### config.mk
export PLATFORM = sky130hd
export DESIGN_NAME = irq_nest_ctrl
export DESIGN_NICKNAME = d
export VERILOG_FILES = /design/src/rtl/irq_nest_pkg.sv /design/src/rtl/irq_pend_track.sv /design/src/rtl/irq_prio_pick.sv /design/src/rtl/irq_svc_stack.sv /design/src/rtl/irq_nest_ctrl.sv
export SDC_FILE = /design/constraint.sdc
export NUM_CORES = 1
export LEC_CHECK = 0
export ABC_CLOCK_PERIOD_IN_PS = 4000
export BUFFER_PORTS_ARGS = -buffer_cell sky130_fd_sc_hd__buf_2
export CAP_MARGIN = 20
export CORE_MARGIN = 2
export CORE_UTILIZATION = 40
export CTS_CLUSTER_DIAMETER = 40
export DETAILED_ROUTE_END_ITERATION = 7
export SLEW_MARGIN = 20
export SYNTH_ARGS = -nofsm -noshare
export SYNTH_HDL_FRONTEND = slang
export SYNTH_HIERARCHICAL = 1
export SYNTH_SLANG_ARGS = --single-unit
### constraint.sdc
create_clock -name clk -period 4 [get_ports clk]
set_clock_uncertainty 0.2 [all_clocks]
set_input_delay 0.4 -clock clk [delete_from_list [all_inputs] [get_ports clk]]
set_output_delay 0.4 -clock clk [all_outputs]
set_load 0.02 [all_outputs]
### src/rtl/irq_nest_pkg.sv
package irq_nest_pkg;

   // dispatch policy chosen at run time
   typedef enum logic {
      POL_SEQ  = 1'b0,
      POL_NEST = 1'b1
   } policy_e;

endpackage

### src/rtl/irq_pend_track.sv
// Pending-state capture per source plus the arrival-order queue used in
// sequential dispatch.
module irq_pend_track
   import irq_nest_pkg::*;
#(
   parameter int N_SRC      = 4,
   parameter int FIFO_DEPTH = 4,
   parameter int IDW        = $clog2(N_SRC)
) (
   input  logic             clk,
   input  logic             rst_n,
   input  policy_e          policy,
   input  logic [N_SRC-1:0] src_req,
   input  logic [N_SRC-1:0] isv,
   input  logic             take,
   input  logic [IDW-1:0]   take_id,
   output logic [N_SRC-1:0] pend_o,
   output logic [IDW-1:0]   head_o,
   output logic             queued_o
);

   localparam int PW = $clog2(FIFO_DEPTH);
   localparam int CW = $clog2(FIFO_DEPTH + 1);

   logic [N_SRC-1:0] pend_q;
   logic [N_SRC-1:0] fresh;
   logic             enq_en;
   logic             pop;
   logic [CW-1:0]    offs [N_SRC];
   logic [CW-1:0]    nnew;

   logic [IDW-1:0]   slot_q [FIFO_DEPTH];
   logic [PW-1:0]    rd_q;
   logic [PW-1:0]    wr_q;
   logic [CW-1:0]    cnt_q;

   // a source becomes pending only when idle in both senses
   assign fresh  = src_req & ~pend_q & ~isv;
   assign enq_en = (policy == POL_SEQ);
   assign pop    = take & (policy == POL_SEQ);

   always_ff @(posedge clk or negedge rst_n) begin
      if (!rst_n) begin
         pend_q <= '0;
      end else begin
         for (int i = 0; i < N_SRC; i++) begin
            if (fresh[i]) begin
               pend_q[i] <= 1'b1;
            end else if (take && (take_id == IDW'(i))) begin
               pend_q[i] <= 1'b0;
            end
         end
      end
   end

   // slot offset of each newcomer, ascending ID order within one edge
   always_comb begin
      nnew = '0;
      for (int i = 0; i < N_SRC; i++) begin
         offs[i] = nnew;
         if (enq_en && fresh[i]) begin
            nnew = nnew + 1'b1;
         end
      end
   end

   always_ff @(posedge clk or negedge rst_n) begin
      if (!rst_n) begin
         rd_q  <= '0;
         wr_q  <= '0;
         cnt_q <= '0;
         for (int j = 0; j < FIFO_DEPTH; j++) begin
            slot_q[j] <= '0;
         end
      end else begin
         rd_q  <= rd_q + PW'(pop);
         wr_q  <= wr_q + PW'(nnew);
         cnt_q <= cnt_q + nnew - CW'(pop);
         for (int i = 0; i < N_SRC; i++) begin
            if (enq_en && fresh[i]) begin
               slot_q[wr_q + PW'(offs[i])] <= IDW'(i);
            end
         end
      end
   end

   assign pend_o   = pend_q;
   assign head_o   = slot_q[rd_q];
   assign queued_o = (cnt_q != '0);

endmodule

### src/rtl/irq_prio_pick.sv
// Fixed-rank selector: the lowest set index wins.
module irq_prio_pick #(
   parameter int N_SRC = 4,
   parameter int IDW   = $clog2(N_SRC)
) (
   input  logic [N_SRC-1:0] req_vec,
   output logic             any_o,
   output logic [IDW-1:0]   id_o
);

   always_comb begin
      any_o = |req_vec;
      id_o  = '0;
      for (int i = N_SRC - 1; i >= 0; i--) begin
         if (req_vec[i]) begin
            id_o = IDW'(i);
         end
      end
   end

endmodule

### src/rtl/irq_svc_stack.sv
// Stack of open service levels with a matching in-service bit vector.
module irq_svc_stack #(
   parameter int N_SRC = 4,
   parameter int IDW   = $clog2(N_SRC),
   parameter int DW    = $clog2(N_SRC + 1)
) (
   input  logic             clk,
   input  logic             rst_n,
   input  logic             push,
   input  logic [IDW-1:0]   push_id,
   input  logic             pop,
   output logic [DW-1:0]    depth_o,
   output logic [IDW-1:0]   top_o,
   output logic [N_SRC-1:0] isv_o
);

   logic [IDW-1:0]   lvl_q [N_SRC];
   logic [DW-1:0]    depth_q;
   logic [N_SRC-1:0] isv_q;
   logic [IDW-1:0]   top_idx;

   assign top_idx = IDW'(depth_q - 1'b1);
   assign top_o   = (depth_q == '0) ? '0 : lvl_q[top_idx];

   always_ff @(posedge clk or negedge rst_n) begin
      if (!rst_n) begin
         depth_q <= '0;
         isv_q   <= '0;
         for (int j = 0; j < N_SRC; j++) begin
            lvl_q[j] <= '0;
         end
      end else if (pop) begin
         depth_q       <= depth_q - 1'b1;
         isv_q[top_o]  <= 1'b0;
      end else if (push) begin
         lvl_q[IDW'(depth_q)] <= push_id;
         depth_q              <= depth_q + 1'b1;
         isv_q[push_id]       <= 1'b1;
      end
   end

   assign depth_o = depth_q;
   assign isv_o   = isv_q;

endmodule

### src/rtl/irq_nest_ctrl.sv
module irq_nest_ctrl
   import irq_nest_pkg::*;
#(
   parameter int N_SRC      = 4,
   parameter int FIFO_DEPTH = 4,
   localparam int IDW       = $clog2(N_SRC),
   localparam int DW        = $clog2(N_SRC + 1)
) (
   input  logic             clk,
   input  logic             rst_n,
   input  logic             nest_mode,
   input  logic [N_SRC-1:0] src_req,
   input  logic             irq_ack,
   input  logic             svc_done,
   output logic             irq_o,
   output logic [IDW-1:0]   vec_o,
   output logic             vec_vld_o
);

   // elaboration-time parameter checks
   generate
      if (N_SRC < 2) begin : g_bad_nsrc
         $error("irq_nest_ctrl: N_SRC must be at least 2");
      end
      if (FIFO_DEPTH < N_SRC) begin : g_bad_depth
         $error("irq_nest_ctrl: FIFO_DEPTH must cover every source");
      end
      if ((FIFO_DEPTH & (FIFO_DEPTH - 1)) != 0) begin : g_bad_pow2
         $error("irq_nest_ctrl: FIFO_DEPTH must be a power of two");
      end
   endgenerate

   policy_e          policy;
   logic [N_SRC-1:0] pend;
   logic [N_SRC-1:0] isv;
   logic [IDW-1:0]   fifo_head;
   logic             fifo_any;
   logic             pick_any;
   logic [IDW-1:0]   pick_id;
   logic [DW-1:0]    depth;
   logic [IDW-1:0]   top_id;
   logic             busy;
   logic             done_take;
   logic             ack_take;
   logic             nest_ok;
   logic [IDW-1:0]   cand;

   assign policy = nest_mode ? POL_NEST : POL_SEQ;

   irq_pend_track #(
      .N_SRC      (N_SRC),
      .FIFO_DEPTH (FIFO_DEPTH),
      .IDW        (IDW)
   ) u_pend (
      .clk      (clk),
      .rst_n    (rst_n),
      .policy   (policy),
      .src_req  (src_req),
      .isv      (isv),
      .take     (ack_take),
      .take_id  (cand),
      .pend_o   (pend),
      .head_o   (fifo_head),
      .queued_o (fifo_any)
   );

   irq_prio_pick #(
      .N_SRC (N_SRC),
      .IDW   (IDW)
   ) u_pick (
      .req_vec (pend),
      .any_o   (pick_any),
      .id_o    (pick_id)
   );

   irq_svc_stack #(
      .N_SRC (N_SRC),
      .IDW   (IDW),
      .DW    (DW)
   ) u_stack (
      .clk     (clk),
      .rst_n   (rst_n),
      .push    (ack_take),
      .push_id (cand),
      .pop     (done_take),
      .depth_o (depth),
      .top_o   (top_id),
      .isv_o   (isv)
   );

   assign busy      = (depth != '0);
   assign done_take = svc_done & busy;
   assign nest_ok   = pick_any & (~busy | (pick_id < top_id));

   always_comb begin
      if (policy == POL_NEST) begin
         irq_o = nest_ok;
         cand  = pick_id;
      end else begin
         irq_o = ~busy & fifo_any;
         cand  = fifo_head;
      end
   end

   assign ack_take  = irq_o & irq_ack & ~done_take;
   assign vec_o     = irq_o ? cand : (busy ? top_id : '0);
   assign vec_vld_o = irq_o | busy;

endmodule

* Word-level counts from Yosys, hierarchy flattened
Index checks and enable logic that the tools add are counted.
Word-level totals: memories 0, bits in writable memories 0, latch bits 0, flip-flop bits (word level) 34, memory bits (read-only) 0, word-level logic and storage cells 160
Operators by class: equal/unequal tests 3, div/mod/pow operators 0, add/subtract/negate cells 12, reductions and logical operators 26, bitwise gates (word level) 34, order comparisons 17, shift operators 0, multipliers 0, mux-type cells 51
Operators with widths (count):
- 2-bit 2-to-1 mux | 17
- 8-bit 2-to-1 mux | 4
- 3-bit greater-or-equal comparator (second input constant) | 7
- 2-bit NOT with 3-bit output | 7
- 4-bit bitwise AND | 5
- 2-bit demux with 2-bit select | 5
- 4-bit NOT | 5
- 1-bit logical AND | 15
- 3-bit by 1-bit < comparator with 1-bit output (second input constant) | 5
- 3-bit 2-to-1 mux | 5
- 1-bit 2-to-1 mux | 13
- 4-bit bitwise OR | 3
- 2-bit nonzero test | 5
- 3-bit by 1-bit adder with 3-bit output (second input constant) | 3
- 8-bit bitwise AND | 1
- 2-bit binary-select mux with 2-bit select | 2
- 8-bit bitwise mux | 1
- 4-bit 2-to-1 mux | 2
- 8-bit NOT | 1
- 8-bit bitwise OR | 1
- 2-bit adder | 3
- 1-bit bitwise AND | 6
- 2-bit by 3-bit < comparator with 1-bit output (second input constant) | 2
- 3-bit nonzero test | 2
- other kinds (16) | 23

* Depth between registers and ports, before layout
Gate-level depths: netlist of run 1.
depth after elaboration 18, mapped depth 20, gate-level depth less buffers 20

* Modules after synthesis
The synthesis of run 1 kept the hierarchy.
By module, submodules not included:
- irq_pend_track | area an instance 1415.1 sq um, cells an instance 141, times used 1, seq. area each 475.5 sq um
- irq_svc_stack | area an instance 772.0 sq um, cells an instance 65, times used 1, seq. area each 375.4 sq um
- irq_nest_ctrl | area an instance 166.4 sq um, cells an instance 22, times used 1, seq. area each 0.0 sq um
- irq_prio_pick | area an instance 35.0 sq um, cells an instance 7, times used 1, seq. area each 0.0 sq um

* Worst setup path before layout of run 1
No wires, ideal clock.
path type register -> register, start register u_stack.depth_q[0] (netlist: u_stack/depth_o[0]), end register u_pend.cnt_q[2], arrival 4004 ps, slack -329 ps, stages on the path, launching flop included 21, path buffers 0, required time 3675 ps, library setup time 125 ps, cell sequence dfrtp_1 > inv_1 > ha_1 > mux2i_1 > mux2_4 > nor2_1 > inv_1 > ha_1 > a211o_1 > o21ai_0 > and3_1 > nor2b_1 > ha_1 > inv_1 > ha_1 > inv_1 > fa_1 > xor2_1 > xnor2_1 > xnor2_1 > xnor2_1
On the way: cells in the longest elaborated chain, start to end 14
RTL lines:
- start, declared | RTL line irq_svc_stack.sv:18 | logic [DW-1:0] depth_q;
- start signal, assigned | RTL line irq_svc_stack.sv:33 | depth_q <= depth_q - 1'b1;
- start signal, assigned | RTL line irq_svc_stack.sv:37 | depth_q <= depth_q + 1'b1;
- 3-bit by 1-bit subtractor with 3-bit output
- named net u_stack.top_idx[0] | RTL line irq_svc_stack.sv:20 | logic [IDW-1:0] top_idx;
- 2-bit NOT with 3-bit output (implied by the code) | RTL line irq_svc_stack.sv:23 | assign top_o = (depth_q == '0) ? '0 : lvl_q[top_idx];
- 2-bit binary-select mux with 2-bit select | RTL line irq_svc_stack.sv:23
- 2-bit 2-to-1 mux (implied by the code) (2 in series) | RTL line irq_svc_stack.sv:23
- 2-bit 2-to-1 mux | RTL line irq_svc_stack.sv:23
- named net top_id[1] | RTL line irq_nest_ctrl.sv:41 | logic [IDW-1:0] top_id;
- 2-bit < comparator | RTL line irq_nest_ctrl.sv:93 | assign nest_ok = pick_any & (~busy | (pick_id < top_id));
- 1-bit bitwise OR | RTL line irq_nest_ctrl.sv:93
- 1-bit bitwise AND | RTL line irq_nest_ctrl.sv:93
- 1-bit 2-to-1 mux | RTL line irq_nest_ctrl.sv:96 | if (policy == POL_NEST) begin
- 1-bit bitwise AND (2 in series) | RTL line irq_nest_ctrl.sv:105 | assign ack_take = irq_o & irq_ack & ~done_take;
- named net ack_take | RTL line irq_nest_ctrl.sv:44 | logic ack_take;
- 1-bit bitwise AND | RTL line irq_pend_track.sv:40 | assign pop = take & (policy == POL_SEQ);
- 3-bit by 1-bit subtractor with 3-bit output | RTL line irq_pend_track.sv:78 | cnt_q <= cnt_q + nnew - CW'(pop);
- end signal, assigned | RTL line irq_pend_track.sv:78
- end, declared | RTL line irq_pend_track.sv:35 | logic [CW-1:0] cnt_q;
The timed path passes the listed nets, and every way through them passes these cells. The select of a mux whose other input is x is not followed. A chain may end at the register's enable or synchronous reset.

* Worst setup path in the final report of run 1
Same ends and word-level chain as after synthesis.

==> results of run 1 <==
power by group through the flow:
stage	Sequential, mW	Combinational, mW	Clock, mW
3_5_place_dp	0.640	1.06	0
5_1_grt	0.661	1.26	0.350
2_1_floorplan	0.592	0.799	0
6_report	0.635	1.14	0.328
3_3_place_gp	0.636	1.04	0
4_1_cts	0.634	1.07	0.335
sequential cells by signal, indices dropped and copies added, names as in the netlist:
register	flops
u_pend/slot_q	8
u_stack/depth_o	3
u_pend/pend_o	4
u_pend/cnt_q	3
u_pend/rd_q	2
u_stack/lvl_q	8
u_stack/isv_o	4
u_pend/wr_q	2
metal layers:
layer  share of wire, %  vias up  GRT usage (%)
li1                   -      916              -
met1                 50      923           26.6
met2                 46       40           27.9
met3                3.6        5           3.44
met4                1.3        0           5.59
met5                  0        -              0
cell type report:
cell class / count / area, um2
multi-input cells: 175 / 1510
inverters: 22 / 87.6
flip-flops and latches: 34 / 852
fillers: 541 / 3000
clock inverters: 3 / 45.0
clock buffers: 5 / 68.8
repair buffers: 29 / 188
well taps: 75 / 93.8
cells by family (layout without fill, tap and decap cells):
group                      Yosys count  after routing
and+or+nand+nor                     73             73
AOI/OAI and AO/OA                   53             53
DFF                                 34             34
buffers and inverters               26             59
muxes                               19             19
adders and majority gates           16             16
xor gates and xnor gates            14             14
placed cells by master (no fill, tap or decap), types with 7 or more instances in the layout:
cell                      instances
sky130_fd_sc_hd__a31oi_1          7
sky130_fd_sc_hd__buf_2           12
sky130_fd_sc_hd__buf_4           17
sky130_fd_sc_hd__dfrtp_1         33
sky130_fd_sc_hd__ha_1            11
sky130_fd_sc_hd__inv_1           16
sky130_fd_sc_hd__mux2_2          10
sky130_fd_sc_hd__nand2_1         18
sky130_fd_sc_hd__nor2_1          13
sky130_fd_sc_hd__xnor2_1         11
through the flow:
| stage | hold WS, ps | utilization [%] | cells | instance area (um2) |
|---|---|---|---|---|
| floorplan | -95.6 | - | 235 | 2420 |
| global placement | 291 | 45.4 | 333 | 2660 |
| detailed placement | 293 | 45.4 | 333 | 2660 |
| CTS | 15.3 | 47.6 | 342 | 2780 |
| global route | 57.8 | 48.7 | 343 | 2850 |
| finish | -23.3 | 48.7 | 343 | 2850 |
path summary, 6_finish.rpt:
check,from,end,slack (ps)
min in group clk,src_req[0],u_pend/pend_o[0],190
hold / removal,rst_n,u_pend/slot_q[4],-20
max in group asynchronous,rst_n,u_stack/depth_o[0],3070
setup reg to reg,u_stack/depth_o[0],u_pend/cnt_q[2],7
hold reg to reg,u_stack/lvl_q[6],u_stack/lvl_q[6],310
setup / recovery,u_stack/depth_o[0],u_pend/cnt_q[2],7
timing repair:
item / in CTS / in global routing
setup buffers: 1 / 1
endpoints found under the setup margin: 1 / 1
pin swaps: 6 / 11
resized for setup: 2 / 11
==> impl_summary.md, run 1 <==
Synthesis
The biggest area contributor in the post-synthesis netlist is sky130_fd_sc_hd__dfrtp_1. Summing the areas of all and, or, nand and nor instances in the mapped netlist gives approximately 18% of the synthesized area. The number of synthesized flops with an enable pin is 0. After synthesis, the cell types taking the most area are sky130_fd_sc_hd__dfrtp_1 (36%), sky130_fd_sc_hd__ha_1 (7.9%), sky130_fd_sc_hd__mux2_2 (4.7%), sky130_fd_sc_hd__xnor2_1 (4.0%), sky130_fd_sc_hd__inv_1 (3.3%). The synthesized design contains 34 register bits. Summing the areas of all compound-gate instances in the mapped netlist gives between 15 and 20% of the synthesized area. The number of standard cells after synthesis is roughly 240.

In the synthesized netlist, the cells that appear most often are sky130_fd_sc_hd__dfrtp_1 (34), sky130_fd_sc_hd__inv_1 (21), sky130_fd_sc_hd__nand2_1 (18). The cell area after technology mapping is 2390 um2. The number of nets in the synthesized netlist is 260. Of the post-synthesis cell area, the dominant cell type holds 35.6%. The total number of yosys warnings is 6. The most common cell in the synthesized netlist is sky130_fd_sc_hd__dfrtp_1. The mean area per synthesized cell is roughly 10 um2. Sequential cells were found to cover between 30% and 40% of the synthesized design area. The number of distinct library cell variants in the gate-level netlist after synthesis is a little under 60.

The xor/xnor share of the synthesized area is between 5 and 6%. In the synthesized netlist, mux cells make up between 10% and 20% of the area. The most used flip-flop cell after synthesis is sky130_fd_sc_hd__dfrtp_1. The combinational family with the most area after synthesis is simple AND/OR/NAND/NOR gates. The share of synthesized flip-flops with an asynchronous set or reset is 100%. Summing the areas of all fa, ha and maj instances in the mapped netlist gives 8.70% of the synthesized area.

Drt
The routed design has roughly 5600 um of wire. The DRC violation count after routing is 0. The first routing iteration left 94 violations. The first detailed-routing pass ran for 4 iterations. The number of nets with antenna violations after routing is 0. The total number of vias is 1884. In the routed layout, each cell is associated on average with a via count of approximately 5.5.

The per-cell routed wire length is between 15 and 20 um.

STA
At the pin with the least slew margin, the transition time is 782 ps. Setup repair after global routing could not meet its margin everywhere. The maximum operating frequency is about 250 MHz. The worst slew slack as a fraction of its limit is 47.9%. The worst path meets setup with 7.11 ps of slack. The total of endpoints with negative setup slack in the final report is 0.

The worst path uses between 90% and 100% of the clock period. The max-slew violation count is 0. Summed over all failing endpoints, the final setup total negative slack is 0 ps. The smallest clock period supported by the final layout is computed as 3990 ps. The post-route worst hold slack is -23.3 ps. The number of hold violations in the final report is 34.

Job
The tool flagged a number of max-cap violations equal to 0.

CTS
Clock-pin slew was measured on the worst setup and hold paths at roughly 80 ps. In this run the clock root is driven by a sky130_fd_sc_hd__clkbuf_8. Hold repair after CTS inserted 0 buffers. The clock insertion delay at the later pin of the skew report is 300 ps.

The level count of the clock H-tree is 2. The number of clock buffers added by TritonCTS is 5. Counting every sink on the clock net gives 34. In this run the deepest clock path goes through 2 buffers. TritonCTS built the clock tree.

Placed design
The quantity of I/O buffers inserted on ports is 12. Routability-driven placement finished with a final weighted congestion of between 0.8 and 0.9. The HPWL after detailed placement is roughly 4200 um. The post-placement setup slack is -66.7 ps.

Power and ir drop
The cell internal power dissipation is around 1.2 mW. The sequential share of power is a little under a third. The clock network burns roughly 16% of the power. In this run the power density over the cells is between 700 and 800 nW/um2.

Per report_power, the combinational group accounts for between 50% and 60% of the total. The design draws about 2.1 mW. The switching power is between 0.8 and 0.9 mW.

For this design the static power due to leakage is ~1.2 nW. Across the VDD grid, the largest voltage drop is about 0.33 mV. The switching portion of total power is 41.9%.

Finish
From synthesis to final layout, the design area changed by 19.2%. Cells with a size suffix above 1 make up 31.7% of the layout. At the end of the flow, the number of nets in the layout was slightly below 300.

The number of inserted diodes is 0.

Global routing
The number of global-route vias before repair is 1898. The total grt overflow is 0. The total routing usage reported by global routing is a little under a fifth. The initial antenna violation count is 0. Entering global routing, the biggest net connects 35 pins. The first global-routing pass estimated about 9400 um of wire.

Outcome
The run finished, with violations left. The checks that failed: hold timing.

Worst setup path
The number of buffers and inverters on the critical path is 4. Along the worst path, the maximum fanout reaches 4. The most repeated library cell on the critical path is sky130_fd_sc_hd__ha_4. For this design, the slowest cell found on the critical path is sky130_fd_sc_hd__dfrtp_2. The stage delay of the slowest cell on the critical path is approximately 430 ps.

The category of the worst setup path launch point is a flip-flop. The signal on the critical path passes through inv_4 -> ha_4 -> mux2i_2 -> mux2_4 -> nor2_4 -> inv_2 -> ha_4 -> a211o_1 -> o21ai_1 -> and3_4 -> nor2b_4 -> ha_4 -> inv_4 -> ha_4 -> inv_2 -> fa_2 -> xor2_2 -> xnor2_1 -> xnor2_1 -> xnor2_1. The kind of cell with the highest combined delay along the critical path is adder cells. The data arrival at the endpoint of the critical path is around 4000 ps. The class of the most critical setup path is flip-flop to flip-flop. The instance count on the critical path is 20. At the worst endpoint, the required time is around 4000 ps. Counting cells, the worst reg-to-reg path comes to 20. The capturing element type of the critical path is a flip-flop.

Floorplan
The die area is between 6000 and 7000 um2. The chip width is between 80 and 90 um. The row count is 28.

During I/O placement, the number of pins put on the boundary was 13. The area of the core region is 5850 um2. In this run the vertical extent of the chip is ~80 um. Once the floorplan was initialized, standard cells occupied 40.8% of the core.

Hold path
In this run the worst hold path is classified as primary input to async pin.
(Power assumes the default switching activity.)
==> run 2: changes to the inputs <==
--- a/config.mk
+++ b/config.mk
@@ -5,7 +5,7 @@
 export SDC_FILE = /design/constraint.sdc
 export NUM_CORES = 1
 export LEC_CHECK = 0
-export ABC_CLOCK_PERIOD_IN_PS = 4000
+export ABC_CLOCK_PERIOD_IN_PS = 5100
 export BUFFER_PORTS_ARGS = -buffer_cell sky130_fd_sc_hd__buf_2
 export CAP_MARGIN = 20
 export CORE_MARGIN = 2
==> constraint.sdc (replaced) <==
create_clock -name clk -period 5.1 [get_ports clk]
set_clock_uncertainty 0.2 [all_clocks]
set_input_delay 0.51 -clock clk [delete_from_list [all_inputs] [get_ports clk]]
set_output_delay 0.51 -clock clk [all_outputs]
set_load 0.02 [all_outputs]
==> impl_summary.md, run 2 (synthesis results as in run 1) <==
Outcome
The flow ran to the end, and the final reports show no timing, DRC or antenna violations.

Power and ir drop
The cell internal power dissipation is between 0.9 and 1 mW. The worst-case IR drop observed on VDD is ~0.25 mV. Of the total power, the share spent switching nets is between 40% and 50%. The clock power share is between 10% and 20%. The share of total power in combinational logic is about half. Summed over all cells, the static leakage comes to about 1.2 nW.

The sequential share of power is between 30% and 40%. Power spread over the standard cell area amounts to 584 nW/um2. The analysis attributes to net switching a power of approximately 0.64 mW.

Global routing
The number of global-route vias before repair is roughly 1700. The wire length of the first global-routing pass is approximately 8700 um. In the global route stage, overall resource usage came out at between 10% and 20%. The initial antenna violation count is 0. For this run the aggregate overflow at the end of global routing stands at 0.

Entering global routing, the biggest net connects 35 pins.

CTS
The post-CTS setup-driven buffer insertion count is 0. The total of hold buffers inserted after clock tree synthesis is 0. At the later pin of the worst-skew pair, clock insertion delay measures 290 ps.

The level count of the clock H-tree is 2. The TritonCTS clock tree is done. The number of clock buffers inserted by TritonCTS is 5.

Counting every sink on the clock net gives 34. The maximum buffer depth of the clock tree is 2. The buffer cell driving the clock tree root is sky130_fd_sc_hd__clkbuf_8. Clock-pin slew was measured on the worst setup and hold paths at approximately 70 ps.

The post-cts gate resize count is 0.

Floorplan
The chip width is roughly 81 um. The floorplan has 28 rows. The core region is ~5900 um2.

The number of primary I/O pins is 13. The starting utilization of the core area is approximately two fifths. The die area is approximately 6600 um2.

In this run the vertical extent of the chip is a little over 80 um.

Finish
The number of antenna diodes in the final layout is 0. For this run, the share of the core covered by cells in the final layout is between 40% and 50%. The area added between synthesis and finish is 11.8%. The most common cell after layout, fill and taps aside is sky130_fd_sc_hd__dfrtp_1. In the final layout, the registers with the most flip-flops are u_pend/slot_q x8, u_stack/lvl_q x8. In the final layout, the share of cells above drive strength 1 is 21.3%. The net count of the finished layout is about 280. The finished layout holds approximately 330 standard cells, fillers aside.

Leaving out fill and tap cells, the most frequent cells in the layout are sky130_fd_sc_hd__dfrtp_1 (34), sky130_fd_sc_hd__inv_1 (21), sky130_fd_sc_hd__nand2_1 (18).

Placed design
The congestion estimate from routability-driven global placement came to 0.901. Before CTS, the worst setup slack after placement is between 400 and 500 ps. The cell count after placement is between 300 and 400. The wire-length estimate of the detail-placed layout is just under 4000 um.

The quantity of I/O buffers inserted on ports is 12.

STA
The worst path uses between 80% and 90% of the clock period. The number of hold violations in the final report was 0. The tightest hold path in the finished design has a slack of 93.6 ps. Setup slack on the critical path of the routed design comes to 518 ps. For the pin with the worst max-slew slack, the measured transition is approximately 810 ps. The total of endpoints with negative setup slack in the final report is 0. Adding up every negative setup slack in the final design gives 0 ps. Measured against its own limit, the worst slew margin works out to a little under half. The maximum operating frequency is 218 MHz. Subtracting the final worst setup slack from the clock period gives about 4600 ps. Setup repair after global routing left no endpoint under its margin.

The max-slew violation count is 0.

Worst setup path
The worst register-to-register path has a depth of 20. The data required time of the worst path is 5120 ps. The data arrival at the endpoint of the critical path is roughly 4600 ps.

The category of the worst setup path launch point is a flip-flop. STA classifies the critical path endpoint as a flip-flop. The worst register-to-register path ends at u_pend/cnt_q[2]. The class of the most critical setup path is flip-flop to flip-flop. The maximum fanout encountered on the critical timing path is 6.

The flop-to-flop setup slack is approximately 520 ps. The startpoint of the worst register-to-register path is u_stack/depth_o[0].

Drt
In the routed design, unresolved DRC markers number 0. The per-cell routed wire length is between 15 and 20 um. The detailed router finished its first iteration with between 150 and 200 violations. The number of nets with antenna violations after routing is 0. Dividing the detail-routed via count by the number of cells gives roughly 5.6. The total number of vias is about 1800. The number of iterations in the first detailed-routing pass is 4.

After detailed routing, the total wire length is approximately 5200 um.

Job
The count of max-cap constraint violations is 0.

Hold path
The type of the most critical hold path is primary input to async pin.
run 2: changes by cell type in the layout (fill, tap and decap cells not counted), moves of 2 or more:
cell and delta:
sky130_fd_sc_hd__inv_2 -3, sky130_fd_sc_hd__mux2i_2 -2, sky130_fd_sc_hd__mux2i_1 +2, sky130_fd_sc_hd__ha_1 +4, sky130_fd_sc_hd__inv_1 +5, sky130_fd_sc_hd__buf_4 -14
sky130_fd_sc_hd__ha_4 -4, sky130_fd_sc_hd__clkinvlp_4 -2, sky130_fd_sc_hd__inv_4 -2
run 2: worst max path at each step:
stage | from | endpoint | slack (ps) | cells past startpoint
2_1_floorplan | u_stack/depth_o[0] | u_pend/cnt_q[2] | 770 | 20
3_3_place_gp | u_stack/depth_o[0] | u_pend/cnt_q[2] | 660 | 20
3_5_place_dp | u_stack/depth_o[0] | u_pend/cnt_q[2] | 490 | 20
4_1_cts | u_stack/depth_o[0] | u_pend/cnt_q[2] | 470 | 20
5_1_grt | u_stack/depth_o[0] | u_pend/cnt_q[2] | 110 | 20
6_report | u_stack/depth_o[0] | u_pend/cnt_q[2] | 520 | 20
run 2: metal layers:
metal | track usage (%) | vias to the layer above | wire [um]
met5 | 0 | - | 0
met3 | 3.11 | 8 | 241
met4 | 7.29 | 0 | 97
met1 | 24.5 | 888 | 2580
li1 | - | 901 | -
met2 | 25.9 | 47 | 2300
run 2: layout make-up:
type                            count  area, um2
Multi-Input combinational cell    175       1420
Tap cell                           75       93.8
Clock buffer                        5       68.8
Timing Repair Buffer               15       82.6
Clock inverter                      3       68.8
Inverter                           22       82.6
Fill cell                         554       3180
Sequential cell                    34        851
run 2: worst max-delay path, cell delays in order (launching register included):
cell                      delay, ps
sky130_fd_sc_hd__dfrtp_1        460
sky130_fd_sc_hd__inv_1          150
sky130_fd_sc_hd__ha_1           400
sky130_fd_sc_hd__mux2i_1        170
sky130_fd_sc_hd__mux2_4         300
sky130_fd_sc_hd__nor2_1         130
sky130_fd_sc_hd__inv_1           60
sky130_fd_sc_hd__ha_1           270
sky130_fd_sc_hd__a211o_1        310
sky130_fd_sc_hd__o21ai_0        140
sky130_fd_sc_hd__and3_1         220
sky130_fd_sc_hd__nor2b_1        200
sky130_fd_sc_hd__ha_1           250
sky130_fd_sc_hd__inv_1           60
sky130_fd_sc_hd__ha_1           130
sky130_fd_sc_hd__inv_1           40
sky130_fd_sc_hd__fa_1           370
sky130_fd_sc_hd__xor2_1         190
sky130_fd_sc_hd__xnor2_1        150
sky130_fd_sc_hd__xnor2_1        160
sky130_fd_sc_hd__xnor2_1        140
run 2: stage by stage:
stage	cell area, um2	power, mW
finish	2670	1.56
global route	2670	1.68
CTS	2670	1.57
detailed placement	2530	1.25
global placement	2530	1.25
floorplan	2390	1.06
run 2: power by group through the flow:
| stage | clock network, mW | registers, mW | logic [mW] |
|---|---|---|---|
| after floorplan | 0 | 0.461 | 0.602 |
| after global placement | 0 | 0.509 | 0.737 |
| after detailed placement | 0 | 0.510 | 0.745 |
| after CTS | 0.310 | 0.505 | 0.750 |
| after global routing | 0.320 | 0.524 | 0.836 |
| final | 0.302 | 0.507 | 0.751 |
